### src/rtl/duart_host_pkg.sv
package duart_host_pkg;
  localparam int unsigned CH_B = 0;
  localparam int unsigned CH_A = 1;

  // Per-channel write enables, index = channel code (1 = A, 0 = B).
  function automatic logic [1:0] route_we(input logic cs_n, input logic wr_n,
                                          input logic chsel, input logic bcast);
    logic [1:0] we;
    we = 2'b00;
    if (!cs_n && !wr_n) begin
      if (bcast) we = 2'b11;
      else if (chsel) we = 2'b10;
      else we = 2'b01;
    end
    return we;
  endfunction
endpackage

### src/rtl/duart_bus_decode.sv
module duart_bus_decode #(
  parameter int unsigned ADDR_W   = 3,
  parameter int unsigned AFR_ADDR = 2
) (
  input  logic              cs_n,
  input  logic              wr_n,
  input  logic              rd_n,
  input  logic              chsel,
  input  logic [ADDR_W-1:0] addr,
  input  logic              bcast_on,
  output logic [1:0]        ch_we,
  output logic              rd_active,
  output logic              afr_write
);
  import duart_host_pkg::*;
  localparam logic [ADDR_W-1:0] AFR_A = ADDR_W'(AFR_ADDR);

  always_comb begin
    ch_we     = route_we(cs_n, wr_n, chsel, bcast_on);
    rd_active = !cs_n && !rd_n;
    afr_write = !cs_n && !wr_n && (addr == AFR_A);
  end
endmodule

### src/rtl/duart_chan_regs.sv
module duart_chan_regs #(
  parameter int unsigned ADDR_W = 3,
  parameter int unsigned DATA_W = 8
) (
  input  logic              clk,
  input  logic              rst_n,
  input  logic              we,
  input  logic [ADDR_W-1:0] addr,
  input  logic [DATA_W-1:0] wdata,
  output logic [DATA_W-1:0] rdata
);
  localparam int unsigned DEPTH = 1 << ADDR_W;
  logic [DATA_W-1:0] regs [DEPTH];

  for (genvar i = 0; i < DEPTH; i++) begin : g_reg
    always_ff @(posedge clk or negedge rst_n) begin
      if (!rst_n) regs[i] <= '0;
      else if (we && addr == ADDR_W'(i)) regs[i] <= wdata;
    end
  end

  assign rdata = regs[addr];
endmodule

### src/rtl/duart_bcast_flag.sv
module duart_bcast_flag (
  input  logic clk,
  input  logic rst_n,
  input  logic afr_write,
  input  logic wbit,
  output logic bcast_on
);
  always_ff @(posedge clk or negedge rst_n) begin
    if (!rst_n) bcast_on <= 1'b0;
    else if (afr_write) bcast_on <= wbit;
  end
endmodule

### src/rtl/duart_host_port.sv
module duart_host_port #(
  parameter int unsigned ADDR_W   = 3,
  parameter int unsigned DATA_W   = 8,
  parameter int unsigned AFR_ADDR = 2
) (
  input  logic              clk,
  input  logic              rst_n,
  input  logic              cs_n,
  input  logic              chsel,
  input  logic [ADDR_W-1:0] addr,
  input  logic              wr_n,
  input  logic              rd_n,
  input  logic [DATA_W-1:0] wr_data,
  output logic [DATA_W-1:0] rd_data
);
  localparam int unsigned NCH = 2;

  logic [1:0]        ch_we;
  logic              rd_active;
  logic              afr_write;
  logic              bcast_on;
  logic [DATA_W-1:0] ch_rdata [NCH];

  duart_bus_decode #(.ADDR_W(ADDR_W), .AFR_ADDR(AFR_ADDR)) u_dec (
    .cs_n(cs_n), .wr_n(wr_n), .rd_n(rd_n), .chsel(chsel), .addr(addr),
    .bcast_on(bcast_on), .ch_we(ch_we), .rd_active(rd_active),
    .afr_write(afr_write)
  );

  duart_bcast_flag u_flag (
    .clk(clk), .rst_n(rst_n), .afr_write(afr_write), .wbit(wr_data[0]),
    .bcast_on(bcast_on)
  );

  // Channel index equals the chsel code: 1 = A, 0 = B.
  for (genvar c = 0; c < NCH; c++) begin : g_ch
    duart_chan_regs #(.ADDR_W(ADDR_W), .DATA_W(DATA_W)) u_regs (
      .clk(clk), .rst_n(rst_n), .we(ch_we[c]), .addr(addr),
      .wdata(wr_data), .rdata(ch_rdata[c])
    );
  end

  assign rd_data = rd_active ? ch_rdata[chsel] : '0;
endmodule

### config.mk
export PLATFORM = sky130hd
export DESIGN_NAME = duart_host_port
export DESIGN_NICKNAME = d
export VERILOG_FILES = /design/src/rtl/duart_host_pkg.sv /design/src/rtl/duart_bus_decode.sv /design/src/rtl/duart_chan_regs.sv /design/src/rtl/duart_bcast_flag.sv /design/src/rtl/duart_host_port.sv
export SDC_FILE = /design/constraint.sdc
export NUM_CORES = 1
export LEC_CHECK = 0
export BUFFER_PORTS_ARGS = -buffer_cell sky130_fd_sc_hd__buf_2
export CORE_MARGIN = 1.5
export CORE_UTILIZATION = 35
export CTS_BUF_LIST = sky130_fd_sc_hd__clkbuf_8
export DETAILED_ROUTE_END_ITERATION = 16
export SLEW_MARGIN = 20
export SYNTH_ARGS = -nofsm -noshare
export SYNTH_HDL_FRONTEND = slang
export SYNTH_SLANG_ARGS = --single-unit
### constraint.sdc
create_clock -name clk -period 2.05 [get_ports clk]
set_input_delay 0.3075 -clock clk [delete_from_list [all_inputs] [get_ports clk]]
set_output_delay 0.3075 -clock clk [all_outputs]
set_load 0.01 [all_outputs]
==> reports/qor.txt, run 1 <==
CTS tree: built
Finish-stage setup viols: 2
Layout cells sized above 1: 63.27%
CTS Sinks: 129
Seq cells post-synth: 129
DRT antenna net count: 0
Final hold violations: 0
CP arrival: 1.76 ns
CTS max path bufs: 2
Kind of critical path: reg -> out
Worst Hold Class: in -> reg
Final core area utilization: 43.71%
Worst-path maximum fanout: 2
Commonest non-fill, non-tap cell in the layout: dfrtp_1
First-pass GRT wire length: 22490 microns
Detailed-route DRC error count: 0
Synth unique cells: 24
Iter 0 DRT Violations: 187
R2r setup slk: 0.26 ns
Clock skew: 0.007030 ns
Largest net degree at the start of global routing: 77
Via density per instance: 5.274
Fin crit share: 100.9%
Initial Util: 35.88%
Synthesized Nets: 387
TritonRoute pass-1 iters: 4
Worst Tran Pin Value: 0.8589 ns
Setup crit end kind: primary output
Fmax: 483.3 MHz
WL/cell: 20.93 microns
Maximum vdd drop: 536.5 uV
Crit path time final: 2.069 ns
Initial antenna violation count: 0
H-tree Lvls: 4
Max-cap check violation count: 0
Row cnt: 47
Most frequent cells in the layout: dfrtp_1, mux2_2, buf_4
Critical Path RT: 1.74 ns
Core area: 0.01664 sq mm
All-Layer GR Usage: 17.16%
Cell Area, Synth: 0.005971 sq mm
Syn. warnings: 0
CP startpoint kind: register
# IOs: 25
GRT overflow: 0
Failing checks: negative setup slack
Ant diodes: 0
Gate count of the mapped netlist: 370
CTS clk-pin slew, worst paths: 0.07 ns
Clock root cell: clkbuf_8
Die footprint: 0.01785 sq mm
Clock Latency Late Sink: 0.45 ns
PD cells: 948.1 mW/mm^2
Total length of routed wires: 14060 microns
Die height: 133.6 microns
Status: finished, violations left
Routed vias: 3544
TritonCTS buffer count: 17
Max transition margin: 42.68%
Port Buffers: 24
Setup slack after layout: -0.01918 ns
Placer Congestion: 0.7153
Post-DP HPWL: 9522 microns
Syn Area/Cell: 16.14 sq um
Leakage: 3.176 nW
RSZ-0062 raised after global routing: yes
Slew Limit Fails: 0
Area delta synth->final: 21.84%
Number of global-route vias before repair: 3854
Die X-Extent: 133.6 microns
Post-synthesis sequential area ratio: 54.07%
Nets: 457
Setup WS pre-CTS: -0.02515 ns
-- final cells by class --
cell class                      instances  area, sq um
Sequential cell                       129         3228
Clock buffer                           21        289.0
Clock inverter                         10        110.1
Tap cell                              220        275.3
Timing Repair Buffer                   72        651.9
Multi-Input combinational cell        220         2720
Fill cell                            1531         9368
-- sequential cells by signal, indices dropped and copies added, names as in the netlist --
signal and cells:
u_flag.bcast_on 1, g_ch.u_regs.regs 128
-- power by group --
part	total (mW)	internal, mW	switching (mW)
Clock	2.17	1.19	0.979
Combinational	1.28	0.805	0.477
Sequential	3.44	3.14	0.304
-- metal layers --
layer / up-vias / share of wire [%] / track usage, %
li1: 1546 / - / -
met1: 1937 / 48 / 24.15
met2: 51 / 48 / 26.28
met3: 10 / 3.1 / 4.452
met4: 0 / 0.95 / 5.012
met5: - / 0 / 0
-- synthesized netlist by cell type --
cell type	n	area share, %
buf_2	6	0.50
buf_1	4	0.25
nand2_1	10	0.63
nor3_1	1	0.084
nor4_1	1	0.10
nor3b_1	1	0.13
dfrtp_1	129	54
o21ai_0	1	0.084
nand3_1	7	0.59
nor2_2	1	0.10
nor4_4	2	0.71
or3b_1	1	0.15
nand2b_1	3	0.31
a22oi_1	16	2.0
clkbuf_1	9	0.57
or3_1	1	0.10
buf_6	2	0.38
nor2b_1	3	0.31
nor4bb_1	1	0.17
mux4_2	32	12
nor3_4	8	2.2
mux2_2	128	24
nor4b_1	2	0.29
nor2_1	1	0.063
-- timing repair --
action / in CTS / in global routing
setup buffers: 1 / 2
hold buffers: 1 / 0
resized for setup: 9 / 4
setup endpoints to repair: 8 / 8
endpoints found under the hold margin: 20 / 0
pin swaps: 8 / 5
-- stage by stage --
step                power (mW)  instances  hold WS, ns  TNS (ns)  instance area (sq um)
floorplan                4.313        370      0.01191         0                   5971
global placement         4.635        637       0.2200   -0.1064                   6779
detailed placement       4.727        637       0.2247  -0.05173                   6779
CTS                      6.953        670       0.2302   -0.3778                   7241
global route             7.259        672       0.2630   -0.6280                   7274
finish                   6.897        672       0.2584  -0.02787                   7274
-- cells by family after synthesis --
logic type	synth area share (%)
multiplexers	36.21
flip-flops	54.07
AND/OR/NAND/NOR	5.931
buffers and inverters	1.697
AO/OA/AOI/OAI	2.096
-- path summary, 6_finish.rpt --
kind	to	startpoint	cells past startpoint
worst max-delay path	rd_data[2]	g_ch[1].u_regs.regs[58]$_DFFE_PN0P_	4
max in group asynchronous	g_ch[0].u_regs.regs[58]$_DFFE_PN0P_	rst_n	3
worst max register to register	g_ch[1].u_regs.regs[39]$_DFFE_PN0P_	u_flag.bcast_on$_DFFE_PN0P_	4
worst min-delay path	u_flag.bcast_on$_DFFE_PN0P_	wr_data[0]	3
min in group asynchronous	g_ch[1].u_regs.regs[35]$_DFFE_PN0P_	rst_n	2
worst min register to register	g_ch[0].u_regs.regs[46]$_DFFE_PN0P_	g_ch[0].u_regs.regs[46]$_DFFE_PN0P_	1
-- critical path, cell delays in order (launching register included) --
cell     delay [ns]
dfrtp_1        0.40
mux4_2         0.49
a22oi_2        0.18
nand2_1        0.10
buf_2          0.15
Note: power is estimated with default switching activity, not from simulation.
==> inputs of run 2 (changes only) <==
--- a/config.mk
+++ b/config.mk
@@ -8,8 +8,9 @@
 export BUFFER_PORTS_ARGS = -buffer_cell sky130_fd_sc_hd__buf_2
 export CORE_MARGIN = 1.5
 export CORE_UTILIZATION = 35
-export CTS_BUF_LIST = sky130_fd_sc_hd__clkbuf_8
+export CTS_BUF_LIST = sky130_fd_sc_hd__clkbuf_4 sky130_fd_sc_hd__clkbuf_8
 export DETAILED_ROUTE_END_ITERATION = 16
+export PLACE_DENSITY = 0.47
 export SLEW_MARGIN = 20
 export SYNTH_ARGS = -nofsm -noshare
 export SYNTH_HDL_FRONTEND = slang
==> constraint.sdc (replaced) <==
create_clock -name clk -period 2.2 [get_ports clk]
set_input_delay 0.33 -clock clk [delete_from_list [all_inputs] [get_ports clk]]
set_output_delay 0.33 -clock clk [all_outputs]
set_load 0.01 [all_outputs]
==> run 2 against run 1 <==
Effect of this change:
- the flow now finishes without violations
- critical path type unchanged
- count of clock-buffer cells in the layout increased by 1
- flip-flop and latch count unchanged
- routed wire length decreased by 0.18%
- critical path depth unchanged
- clock skew increased by 0.0037 ns
- final area decreased by 1.3%
==> reports/qor.txt, run 2 (synthesis results as in run 1) <==
Total length of routed wires: 14040 microns
Kind of critical path: reg -> out
Ant diodes: 0
All-Layer GR Usage: 17.21%
Via density per instance: 5.231
Worst Path Buf+Inv: 1
Reg-to-reg endpoint: g_ch[1].u_regs.regs[55]$_DFFE_PN0P_
Max transition margin: 42.83%
Slowest CP cell: mux4_2
Placer Congestion: 0.7050
TritonCTS buffer count: 17
Nets: 443
Final hold violations: 0
Core area: 0.01664 sq mm
CTS clk-pin slew, worst paths: 0.07 ns
Slew Limit Fails: 0
Clock Latency Late Sink: 0.45 ns
Die X-Extent: 133.6 microns
CP arrival: 1.77 ns
Critical Path RT: 1.87 ns
WL/cell: 21.34 microns
Detailed-route DRC error count: 0
Leakage: 3.118 nW
Layout cells sized above 1: 61.64%
Largest delay share family, worst path: multiplexers
Max reg flops: 128
Most flops, register: g_ch.u_regs.regs
Min-Delay Endpoint: u_flag.bcast_on$_DFFE_PN0P_
Clock root cell: clkbuf_8
Commonest non-fill, non-tap cell in the layout: dfrtp_1
Setup crit end kind: primary output
Finish-stage setup viols: 0
Post-DP HPWL: 9321 microns
Fin Hold WS: 0.3006 ns
PD cells: 920.2 mW/mm^2
GRT overflow: 0
Fmax: 475.2 MHz
R2R Path Start: u_flag.bcast_on$_DFFE_PN0P_
Row cnt: 47
DRT antenna net count: 0
CP Cell Sequence: mux4_2 > a22oi_2 > nand2_1 > buf_2
Crit path time final: 2.104 ns
Post-Layout Cell Count: 658
Routed vias: 3442
TritonRoute pass-1 iters: 4
Hold Startpoint: wr_data[0]
RSZ-0062 raised after global routing: no
Worst Tran Pin Value: 0.8566 ns
CTS Sinks: 129
Top flop regs: g_ch.u_regs.regs (128), u_flag.bcast_on (1)
Die height: 133.6 microns
Status: completed
Maximum vdd drop: 433.2 uV
First-pass GRT wire length: 22510 microns
Port Buffers: 24
Initial antenna violation count: 0
Die footprint: 0.01785 sq mm
Worst-path maximum fanout: 2
Max-cap check violation count: 0
Number of global-route vias before repair: 3731
Hold depth: 3
CTS max path bufs: 2
Worst Hold Class: in -> reg
# IOs: 25
R2r setup slk: 0.43 ns
Total Neg Setup Slack: 0 ns
Initial Util: 35.88%
CP peak stage delay: 0.48 ns
Area delta synth->final: 20.26%
R2R depth: 4
CP startpoint kind: register
CTS tree: built
Postcts setup bufs: 0
Iter 0 DRT Violations: 140
Post-placement cell count: 626
Largest net degree at the start of global routing: 51
H-tree Lvls: 4
Fin crit share: 95.65%
Most frequent cells in the layout: dfrtp_1, mux2_2, mux4_2
Clock skew: 0.01075 ns
run 2: worst register-to-register path: cells and delay by family, from the launching register on:
family                 cells  cell delay, ns
buffers and inverters      1            0.19
flip-flops                 1            0.42
multiplexers               1            0.27
AND/OR/NAND/NOR            2            0.78
run 2: area by class of cell:
| type | instances | area (sq um) |
|---|---|---|
| clock inverters | 9 | 155.1 |
| well taps | 220 | 275.3 |
| fillers | 1525 | 9462 |
| clock buffers | 22 | 290.3 |
| repair buffers | 58 | 530.5 |
| multi-input cells | 220 | 2701 |
| flip-flops and latches | 129 | 3228 |
run 2: worst max path at each step:
stage / from / endpoint / cells after the start
2_1_floorplan: addr[0] / rd_data[4] / 5
3_3_place_gp: addr[0] / rd_data[6] / 6
3_5_place_dp: addr[0] / rd_data[6] / 6
4_1_cts: g_ch[0].u_regs.regs[39]$_DFFE_PN0P_ / rd_data[7] / 4
5_1_grt: g_ch[1].u_regs.regs[38]$_DFFE_PN0P_ / rd_data[6] / 4
6_report: g_ch[0].u_regs.regs[0]$_DFFE_PN0P_ / rd_data[0] / 4
run 2: per-stage QoR:
stage                     instance area (sq um)  util (%)  setup slack [ns]  power [mW]
final                                      7181     43.15           0.09560       6.608
after global routing                       7181     43.15           0.01247       6.955
after CTS                                  7166     43.06           0.01184       6.692
after detailed placement                   6690     40.20           0.08623       4.381
after global placement                     6690     40.20           0.08196       4.335
after floorplan                            5971         -            0.2042       4.019
run 2: report_power, final:
part           leakage, nW  internal (mW)  total, mW  switching [mW]
Sequential            1.63           2.92       3.19           0.268
Clock                0.214           1.34       2.28           0.934
Combinational         1.27          0.721       1.14           0.420
run 2: routing by layer:
metal | share of wire [%] | up-vias | global-route usage, %
met5 | 0 | - | 0
li1 | - | 1520 | -
met2 | 49 | 54 | 27.43
met1 | 47 | 1852 | 23.35
met4 | 1.3 | 0 | 4.831
met3 | 3.1 | 16 | 4.452
run 2: timing repair:
action | in CTS | in global routing
hold endpoints to repair | 35 | 0
hold buffers | 1 | 0
endpoints found under the setup margin | 4 | 3
pin swaps | 0 | 0
resized for setup | 4 | 3
==> inputs of run 3 (changes only) <==
--- a/config.mk
+++ b/config.mk
@@ -14,4 +14,5 @@
 export SLEW_MARGIN = 20
 export SYNTH_ARGS = -nofsm -noshare
 export SYNTH_HDL_FRONTEND = slang
+export SYNTH_HIERARCHICAL = 1
 export SYNTH_SLANG_ARGS = --single-unit
==> run 3 against run 2 <==
Effect of this change:
- hold slack better by 0.089 ns
- critical endpoint is now rd_data[5]
- global-route usage shrank 0.053 points
- first-iteration DRC count decreased by 5.7%
- synthesized cell count increased by 22%
- die area is 7.0% higher
==> reports/qor.txt, run 3 <==
Worst setup endpoint: rd_data[5]
Synth cell count leaders: mux2_2, dfrtp_1, mux2i_1, mux2_4, o22ai_1
GR Layer Usage met3: 3.602%
CP startpoint kind: input port
Maximum vdd drop: 388.9 uV
Fin crit share: 97.44%
Total Neg Setup Slack: 0 ns
Row cnt: 49
Tot Pwr: 6.667 mW
Commonest non-fill, non-tap cell in the layout: mux2_2
Syn Area/Cell: 14.16 sq um
Initial Util: 35.63%
# IOs: 25
Slew Limit Fails: 0
Die height: 138.2 microns
Worst Tran Pin Value: 0.7005 ns
Status: completed
Total length of routed wires: 15060 microns
Post-synth top area cell: dfrtp_1
Clock Latency Late Sink: 0.45 ns
Die footprint: 0.01911 sq mm
Worst-path maximum fanout: 16
Number of global-route vias before repair: 4423
Clock root cell: clkbuf_8
Max-cap check violation count: 0
Syn. warnings: 6
Worst Hold Class: in -> reg
CP arrival: 1.81 ns
WL/cell: 19.78 microns
Max reg flops: 128
Fill cells: 1680
TritonCTS buffer count: 17
Fin Hold WS: 0.3899 ns
Core area: 0.01796 sq mm
Setup crit end kind: primary output
EDFF count, synth: 0
CTS clk-pin slew, worst paths: 0.08 ns
Synth area leaders: dfrtp_1, mux2_2, mux2_4
Layout cells sized above 1: 55.74%
Iter 0 DRT Violations: 132
Die X-Extent: 138.2 microns
Nets: 535
All-Layer GR Usage: 17.16%
R2R Path Start: u_flag/bcast_on$_DFFE_PN0P_
Seq cells post-synth: 129
RSZ-0062 raised after global routing: yes
Finish-stage setup viols: 0
Top-count cell post-synth: mux2_2
CTS Sinks: 129
Most frequent cells in the layout: mux2_2, dfrtp_1, buf_4
DRT antenna net count: 0
R2R depth: 6
Met1 Use GR: 23.24%
Post-synthesis sequential area ratio: 50.43%
First-pass GRT wire length: 25130 microns
Area delta synth->final: 18.73%
Post-DP HPWL: 10610 microns
Top flop regs: g_ch.u_regs/regs (128), u_flag/bcast_on (1)
Most flops, register: g_ch.u_regs/regs
Gr busiest metal: met2
Port Buffers: 24
Clock skew: 0.008436 ns
Crit. Startpoint: addr[0]
FFs w/ async S/R, synth: 100.0%
Crit path time final: 2.144 ns
Synthesized Nets: 469
Cell Area, Synth: 0.006401 sq mm
Via density per instance: 5.171
Kind of critical path: in -> out
Synth unique cells: 34
Main synth FF type: dfrtp_1
Leakage: 3.506 nW
GRT overflow: 0
CTS max path bufs: 2
PD cells: 877.2 mW/mm^2
Largest net degree at the start of global routing: 54
Critical Path RT: 1.87 ns
H-tree Lvls: 4
Yosys top cell area share: 50.43%
R2r setup slk: 0.25 ns
Max transition margin: 53.30%
Reg-to-reg endpoint: g_ch[0].u_regs/regs[16]$_DFFE_PN0P_
Gate count of the mapped netlist: 452
Final hold violations: 0
Fmax: 466.5 MHz
Detailed-route DRC error count: 0
M2 GR Usage: 26.87%
Routed vias: 3935
TritonRoute pass-1 iters: 4
Placer Congestion: 0.7449
Initial antenna violation count: 0
CTS tree: built
[run 3: what timing repair did]
item / 4_1_cts / 5_1_grt
endpoints found under the setup margin: 3 / 8
gates resized for setup: 7 / 26
cloned: 0 / 0
hold buffers: 1 / 0
hold endpoints to repair: 36 / 0
pin swaps: 1 / 5
setup buffers: 0 / 2
[run 3: power by group]
part           switching, mW  internal (mW)
combinational          0.562          0.860
sequential             0.293           2.94
clock                   1.00           1.01
[run 3: cell type report]
cell class | instances | area (sq um) | share of cell area [%]
sequential | 129 | 3228 | 42.48
multi-input combinational | 299 | 3128 | 41.16
timing repair buffer | 68 | 546.8 | 7.195
tap | 229 | 286.5 | 3.770
clock buffer | 17 | 234.0 | 3.079
clock inverter | 15 | 162.7 | 2.140
inverter | 3 | 11.26 | 0.1482
antenna | 1 | 2.502 | 0.03293
[run 3: critical path, cell delays in order]
cell and delay (ns):
buf_2 0.22, buf_6 0.24, mux4_2 0.52, nand2_1 0.11, nand2_2 0.06, mux2i_1 0.12
nor2b_1 0.06, buf_2 0.14
[run 3: per-layer routing]
layer,share of wire [%],wire length [microns]
met2,47,7119
met1,48,7271
met3,2.6,391
met4,1.8,273
met5,0,0
[run 3: how the worst min path moves through the flow]
| stage | slack, ns | end | start | cells past startpoint |
|---|---|---|---|---|
| after floorplan | 0.03 | g_ch[0].u_regs/regs[0]$_DFFE_PN0P_ | rst_n | 0 |
| after CTS | 0.36 | g_ch[0].u_regs/regs[63]$_DFFE_PN0P_ | wr_data[7] | 2 |
| final | 0.39 | g_ch[1].u_regs/regs[42]$_DFFE_PN0P_ | wr_data[2] | 2 |
| after global routing | 0.39 | g_ch[1].u_regs/regs[33]$_DFFE_PN0P_ | wr_data[1] | 2 |
| after global placement | 0.35 | g_ch[0].u_regs/regs[47]$_DFFE_PN0P_ | rst_n | 1 |
| after detailed placement | 0.35 | g_ch[0].u_regs/regs[23]$_DFFE_PN0P_ | rst_n | 1 |
[run 3: cells by family (layout without fill, tap and decap cells)]
family	count (synthesis)	after routing	share of synthesized area (%)
multiplexers	177	177	32.49
AND/OR/NAND/NOR	73	73	8.757
buffers and inverters	24	103	2.776
flip-flops	129	129	50.43
AO/OA/AOI/OAI	49	49	5.551
other	0	1	0
[run 3: metrics by stage]
step	util, %	area, sq um	instances	setup slack [ns]
detailed placement	39.13	7029	725	-0.05534
finish	42.31	7600	761	0.05634
floorplan	-	6401	452	0.5417
global placement	39.13	7029	725	-0.08218
global route	42.29	7597	760	-0.1005
CTS	41.53	7460	758	-0.07388
